File: src/rtl/crcframe_pkg.sv
`timescale 1ns/1ps
package crcframe_pkg;
    localparam int unsigned PAY_W   = 32;
    localparam int unsigned CRC_W   = 8;
    localparam int unsigned FRAME_W = PAY_W + CRC_W;
    localparam logic [CRC_W-1:0] CRC_POLY = 8'h07;

    typedef enum logic [7:0] {
        ST_OK       = 8'h00,
        ST_CRC_BAD  = 8'h01,
        ST_OVERRUN  = 8'h03,
        ST_SHORT    = 8'h0B
    } status_e;

    // Bit-serial CRC-8, word fed MSB first, start value zero.
    function automatic logic [CRC_W-1:0] crc8_word(input logic [PAY_W-1:0] w);
        logic [CRC_W-1:0] c;
        logic fb;
        c = '0;
        for (int i = PAY_W - 1; i >= 0; i--) begin
            fb = c[CRC_W-1] ^ w[i];
            c  = {c[CRC_W-2:0], 1'b0} ^ (fb ? CRC_POLY : '0);
        end
        return c;
    endfunction
endpackage

File: src/rtl/crcframe_sync.sv
`timescale 1ns/1ps
module crcframe_sync #(
    parameter int unsigned N = 3,
    parameter logic [N-1:0] INIT = '1
) (
    input  logic         clk,
    input  logic         rst,
    input  logic [N-1:0] d,
    output logic [N-1:0] q
);
    for (genvar g = 0; g < N; g++) begin : g_bit
        logic s1, s2;
        always_ff @(posedge clk) begin
            if (rst) begin
                s1 <= INIT[g];
                s2 <= INIT[g];
            end else begin
                s1 <= d[g];
                s2 <= s1;
            end
        end
        assign q[g] = s2;
    end
endmodule

File: src/rtl/crcframe_timer.sv
`timescale 1ns/1ps
module crcframe_timer #(
    parameter int unsigned LIMIT = 44000
) (
    input  logic clk,
    input  logic rst,
    input  logic start,
    input  logic stop,
    output logic expire
);
    localparam int unsigned CW = $clog2(LIMIT + 1);
    localparam logic [CW-1:0] LAST = CW'(LIMIT - 1);

    logic          armed;
    logic [CW-1:0] cnt;

    always_ff @(posedge clk) begin
        if (rst || stop) begin
            armed  <= 1'b0;
            cnt    <= '0;
            expire <= 1'b0;
        end else begin
            expire <= 1'b0;
            if (start) begin
                armed <= 1'b1;
                cnt   <= '0;
            end else if (armed) begin
                if (cnt == LAST) begin
                    armed  <= 1'b0;
                    expire <= 1'b1;
                end else begin
                    cnt <= cnt + 1'b1;
                end
            end
        end
    end
endmodule

File: src/rtl/crcframe_shifter.sv
`timescale 1ns/1ps
module crcframe_shifter
    import crcframe_pkg::*;
(
    input  logic               clk,
    input  logic               rst,
    input  logic               cs_act,
    input  logic               sclk_fall,
    input  logic               sclk_rise,
    input  logic               mosi_b,
    input  logic               kill,
    input  logic [PAY_W-1:0]   load_word,
    output logic               tx_msb,
    output logic [FRAME_W-1:0] rx_frame,
    output logic               first_edge,
    output logic               last_bit,
    output logic               frame_done
);
    localparam int unsigned CNT_W = $clog2(FRAME_W + 1);
    localparam logic [CNT_W-1:0] FULL = CNT_W'(FRAME_W);
    localparam logic [CNT_W-1:0] LAST = CNT_W'(FRAME_W - 1);

    logic [CNT_W-1:0]   cnt;
    logic [FRAME_W-1:0] tx_sh;

    assign first_edge = cs_act && sclk_fall && (cnt == '0);
    assign last_bit   = cs_act && sclk_fall && !kill && (cnt == LAST);
    assign tx_msb     = tx_sh[FRAME_W-1];

    always_ff @(posedge clk) begin
        if (rst) begin
            cnt        <= '0;
            rx_frame   <= '0;
            tx_sh      <= '1;
            frame_done <= 1'b0;
        end else begin
            frame_done <= 1'b0;
            if (!cs_act) begin
                cnt   <= '0;
                tx_sh <= {load_word, crc8_word(load_word)};
            end else begin
                if (kill) begin
                    cnt <= FULL;
                end else if (sclk_fall && cnt < FULL) begin
                    rx_frame <= {rx_frame[FRAME_W-2:0], mosi_b};
                    cnt      <= cnt + 1'b1;
                    if (cnt == LAST) frame_done <= 1'b1;
                end
                if (sclk_rise) tx_sh <= {tx_sh[FRAME_W-2:0], 1'b1};
            end
        end
    end
endmodule

File: src/rtl/crcframe_slave.sv
`timescale 1ns/1ps
module crcframe_slave
    import crcframe_pkg::*;
#(
    parameter int unsigned TIMEOUT_CYCLES = 44000
) (
    input  logic        clk,
    input  logic        rst,
    input  logic        sclk,
    input  logic        cs_n,
    input  logic        mosi,
    output logic        miso,
    input  logic [31:0] tx_word,
    input  logic        tx_load,
    output logic        res_valid,
    output logic [7:0]  res_status,
    output logic [31:0] res_word,
    input  logic        res_ack
);
    logic [2:0]         pins_s;
    logic               sclk_s, cs_s, mosi_s, sclk_d;
    logic               sclk_fall, sclk_rise, cs_act;
    logic [PAY_W-1:0]   tx_reg;
    logic               tx_msb, first_edge, last_bit, frame_done, tmo_hit;
    logic [FRAME_W-1:0] rx_frame;
    logic               crc_ok;
    status_e            st_q;
    logic [PAY_W-1:0]   word_q;

    crcframe_sync #(.N(3), .INIT(3'b110)) u_sync (
        .clk(clk), .rst(rst), .d({sclk, cs_n, mosi}), .q(pins_s)
    );
    assign {sclk_s, cs_s, mosi_s} = pins_s;

    always_ff @(posedge clk) begin
        if (rst) sclk_d <= 1'b1;
        else     sclk_d <= sclk_s;
    end
    assign cs_act    = !cs_s;
    assign sclk_fall = sclk_d && !sclk_s;
    assign sclk_rise = !sclk_d && sclk_s;

    always_ff @(posedge clk) begin
        if (rst)          tx_reg <= '0;
        else if (tx_load) tx_reg <= tx_word;
    end

    crcframe_shifter u_shift (
        .clk(clk), .rst(rst), .cs_act(cs_act), .sclk_fall(sclk_fall),
        .sclk_rise(sclk_rise), .mosi_b(mosi_s), .kill(tmo_hit),
        .load_word(tx_reg), .tx_msb(tx_msb), .rx_frame(rx_frame),
        .first_edge(first_edge), .last_bit(last_bit), .frame_done(frame_done)
    );

    crcframe_timer #(.LIMIT(TIMEOUT_CYCLES)) u_timer (
        .clk(clk), .rst(rst), .start(first_edge),
        .stop(last_bit || !cs_act), .expire(tmo_hit)
    );

    assign miso   = cs_n ? 1'b1 : tx_msb;
    assign crc_ok = crc8_word(rx_frame[FRAME_W-1:CRC_W]) == rx_frame[CRC_W-1:0];

    always_ff @(posedge clk) begin
        if (rst) begin
            res_valid <= 1'b0;
            st_q      <= ST_OK;
            word_q    <= '0;
        end else begin
            if (res_ack) res_valid <= 1'b0;
            if (frame_done || tmo_hit) begin
                res_valid <= 1'b1;
                word_q    <= '0;
                if (res_valid && !res_ack) st_q <= ST_OVERRUN;
                else if (tmo_hit)          st_q <= ST_SHORT;
                else if (crc_ok) begin
                    st_q   <= ST_OK;
                    word_q <= rx_frame[FRAME_W-1:CRC_W];
                end else                   st_q <= ST_CRC_BAD;
            end
        end
    end

    assign res_status = st_q;
    assign res_word   = word_q;
endmodule

File: config.mk
export PLATFORM = sky130hd
export DESIGN_NAME = crcframe_slave
export DESIGN_NICKNAME = d
export VERILOG_FILES = /design/src/rtl/crcframe_pkg.sv /design/src/rtl/crcframe_sync.sv /design/src/rtl/crcframe_timer.sv /design/src/rtl/crcframe_shifter.sv /design/src/rtl/crcframe_slave.sv
export SDC_FILE = /design/constraint.sdc
export NUM_CORES = 1
export LEC_CHECK = 0
export ABC_AREA = 0
export BUFFER_PORTS_ARGS = -buffer_cell sky130_fd_sc_hd__buf_2
export CAP_MARGIN = 0
export CORE_ASPECT_RATIO = 0.8
export CORE_MARGIN = 3
export CORE_UTILIZATION = 60
export DETAILED_ROUTE_END_ITERATION = 16
export HOLD_SLACK_MARGIN = 0.05
export PLACE_DENSITY = 0.8
export SYNTH_ARGS = -nofsm -noshare
export SYNTH_HDL_FRONTEND = slang
export SYNTH_SLANG_ARGS = --single-unit
File: constraint.sdc
create_clock -name clk -period 7.8 [get_ports clk]
set_input_delay 1.95 -clock clk [delete_from_list [all_inputs] [get_ports clk]]
set_output_delay 1.95 -clock clk [all_outputs]
set_load 0.01 [all_outputs]
==> flow_summary.json <==
{
  "final_common_cell": "dfxtp_1",
  "drive_gt1_share_pct": 15.6,
  "cpMostUsedCell": "buf_2",
  "clkLatencyLatePin_ns": 0.43,
  "cts_tree": "built",
  "finalCritPeriodShare_pct": 56.3,
  "rsz0062_at_grt": "false",
  "cp_max_fo": 2,
  "drt-wirelength-per-cell_um": 15.4,
  "num_vias": 6824,
  "ctsHoldBuffers": 0,
  "num_rows": 39,
  "reg.largest.list": "u_shift.rx_frame (40), u_shift.tx_sh (40)",
  "power_leakage_nw": 4.21,
  "synth_warnings": 0,
  "drc": 0,
  "critPathMaxStageDelay_ns": 0.26,
  "hold_end": "u_sync.g_bit[1].s2$_SDFF_PP1_",
  "cts_root_buf": "clkbuf_16",
  "finalSetupViolCount": 0,
  "finalMaxSlewViolations": 0,
  "path_depth": 3,
  "crit_required_ns": 5.85,
  "synth.mux.area_fraction_pct": 7.92,
  "via_per_inst": 5.54,
  "synth_edf_count": 0,
  "tightest_slew_ns": 1.31,
  "path_clk_slew_ns": 0.07,
  "rr_worst_depth": 7,
  "fin_util_pct": 68.5,
  "hold_viol_final": 0,
  "die_area_um2": 16500,
  "clock_sinks": 180,
  "grt_pass1_vias": 6393,
  "power.density_nw_per_um2": 229,
  "synth_cell_types": 49,
  "ant_nets": 0,
  "peakVddDrop_mv": 0.174,
  "synthSimpleGateAreaFrac_pct": 17.7,
  "crit_family": "simple AND/OR/NAND/NOR gates",
  "io_buffers": 75,
  "hold_path.class": "flop to flop",
  "crit_chain": "buf_2, or2_2, buf_2",
  "gr-total-overflow": 0,
  "skew_ns": 0.00948,
  "r2r_end": "res_word[22]$_SDFFE_PP0P_",
  "ctsHtreeMaxLevel": 4,
  "hold_depth": 1,
  "fmax_ghz": 0.228,
  "pre_cts_slack_ns": 3.40,
  "start_util_pct": 62.2,
  "synthArstFlopShare_pct": 0,
  "setup_tns_ns": 0,
  "gp_congestion": 0.878,
  "grt_pass1_wl_mm": 32.0,
  "n_antenna_cell": 0,
  "grt_max_degree": 69,
  "cts_buffers": 17,
  "area_growth_syn_to_layout_pct": 10.2,
  "min-delay-start": "u_sync.g_bit[1].s1$_SDFF_PP1_",
  "track_usage_pct": 23.9,
  "cts_resized": 0,
  "outcome": "finished clean",
  "drt_wl_total_mm": 18.9,
  "cp_slowest_cell": "or2_2",
  "ys_ff_latch": 180,
  "crit_type": "input pin to output pin",
  "critPathArrivalTime_ns": 2.44,
  "critPathCaptureType": "output pin",
  "dieHeight_um": 116,
  "p_total_mw": 2.27,
  "synth_cells": 999,
  "yosysSeqAreaShare_pct": 40.0,
  "core_um2": 14500,
  "die_width_um": 143,
  "fin_nets": 1077,
  "drt_iter0_drc": 583,
  "path_buf_inv": 2,
  "antenna_found_initial": 0,
  "period_needed_ns": 4.39,
  "reg2reg_slack_ns": 4.17,
  "final_cell_mix": "dfxtp_1, nor2_1, nand2_1",
  "synth_area_um2": 9020,
  "drt_pass1_iterations": 5,
  "yosys.area_share.adder_pct": 0.416,
  "syn_area_per_cell_um2": 9.03,
  "rr_startpoint": "u_shift.rx_frame[34]$_SDFFE_PP0P_",
  "maxCapViolations": 0,
  "critPathLaunchType": "input pin",
  "hpwlAfterDp_mm": 12.4,
  "clockBufferDepth": 2,
  "cts_setup_buffers": 0,
  "synth_xor_area_share_pct": 20.4,
  "synth-main-ff-cell": "dfxtp_1",
  "setup_ws_ns": 3.41,
  "synth-compound-area-share_pct": 9.55,
  "maxSlewHeadroom_pct": 12.7,
  "synth_top_family_by_area": "XOR/XNOR gates",
  "io_pins": 81
}
cell usage after synthesis (all sizes together) (3+ instances only):
library cell  count  area [µm²]
nand2b            3        18.8
buf              31         191
mux2i            71         714
nor2            174         653
nor2b             4        25.0
or2               8        50.1
dfxtp           180        3600
and3              5        31.3
nand2           169         634
xnor2            93         830
o21ai            35         258
inv               7        26.3
nand3             3        15.0
nand4             6        37.5
nor3              9        61.3
clkbuf           40         150
xor3              5         124
and4              3        26.3
xor2             29         262
a211o             3        26.3
ha                3        37.5
a21oi            47         235
o2111ai          32         280
xnor3            27         621
worst register-to-register path, stage by stage, from the launching register on:
cell	delay [ns]
dfxtp_1	0.42
xnor2_2	0.36
xor3_2	0.57
xnor3_2	0.46
xnor2_2	0.23
and3_1	1.06
o2111ai_1	0.27
o21ai_2	0.19
stage by stage:
stage / hold slack (ns) / instances / cell area [µm²]
3_5_place_dp: 0.397 / 1200 / 9370
3_3_place_gp: 0.391 / 1200 / 9370
5_1_grt: 0.426 / 1232 / 9930
6_report: 0.412 / 1232 / 9930
2_1_floorplan: 0.389 / 1003 / 9030
4_1_cts: 0.415 / 1232 / 9930
cell families (layout without fill, tap and decap cells):
logic type      after synthesis  after routing
simple gates                389            389
flops                       180            180
xor+xnor                    154            154
compound gates              123            123
buf+inv                      78            123
mux                          71             71
fa+ha+maj                     3              3
other cells                   1              5
layout make-up:
cell class	instances	area, µm²
fill	1147	4560
clock inverter	15	136
sequential	180	3600
inverter	7	26.3
multi-input combinational	745	5070
clock buffer	17	425
tap	184	230
timing repair buffer	84	443
routing by layer:
metal | track usage (%) | wire (µm)
met1 | 34.8 | 9300
met2 | 36.5 | 8520
met3 | 4.95 | 916
met4 | 6.33 | 179
met5 | 0 | 0
power breakdown:
part	total [mW]	internal (mW)	switching, mW
Combinational	0.460	0.244	0.216
Clock	0.817	0.423	0.395
Sequential	0.994	0.964	0.0306
Total	2.27	1.63	0.641
how the worst max path moves through the flow:
| stage | start | to | slack, ns |
|---|---|---|---|
| floorplan | cs_n | miso | 3.61 |
| global placement | cs_n | miso | 3.41 |
| detailed placement | rst | res_word[3]$_SDFFE_PP0P_ | 3.40 |
| CTS | cs_n | miso | 3.40 |
| global route | cs_n | miso | 3.39 |
| finish | cs_n | miso | 3.41 |
Power figures use the tool's default switching activity.
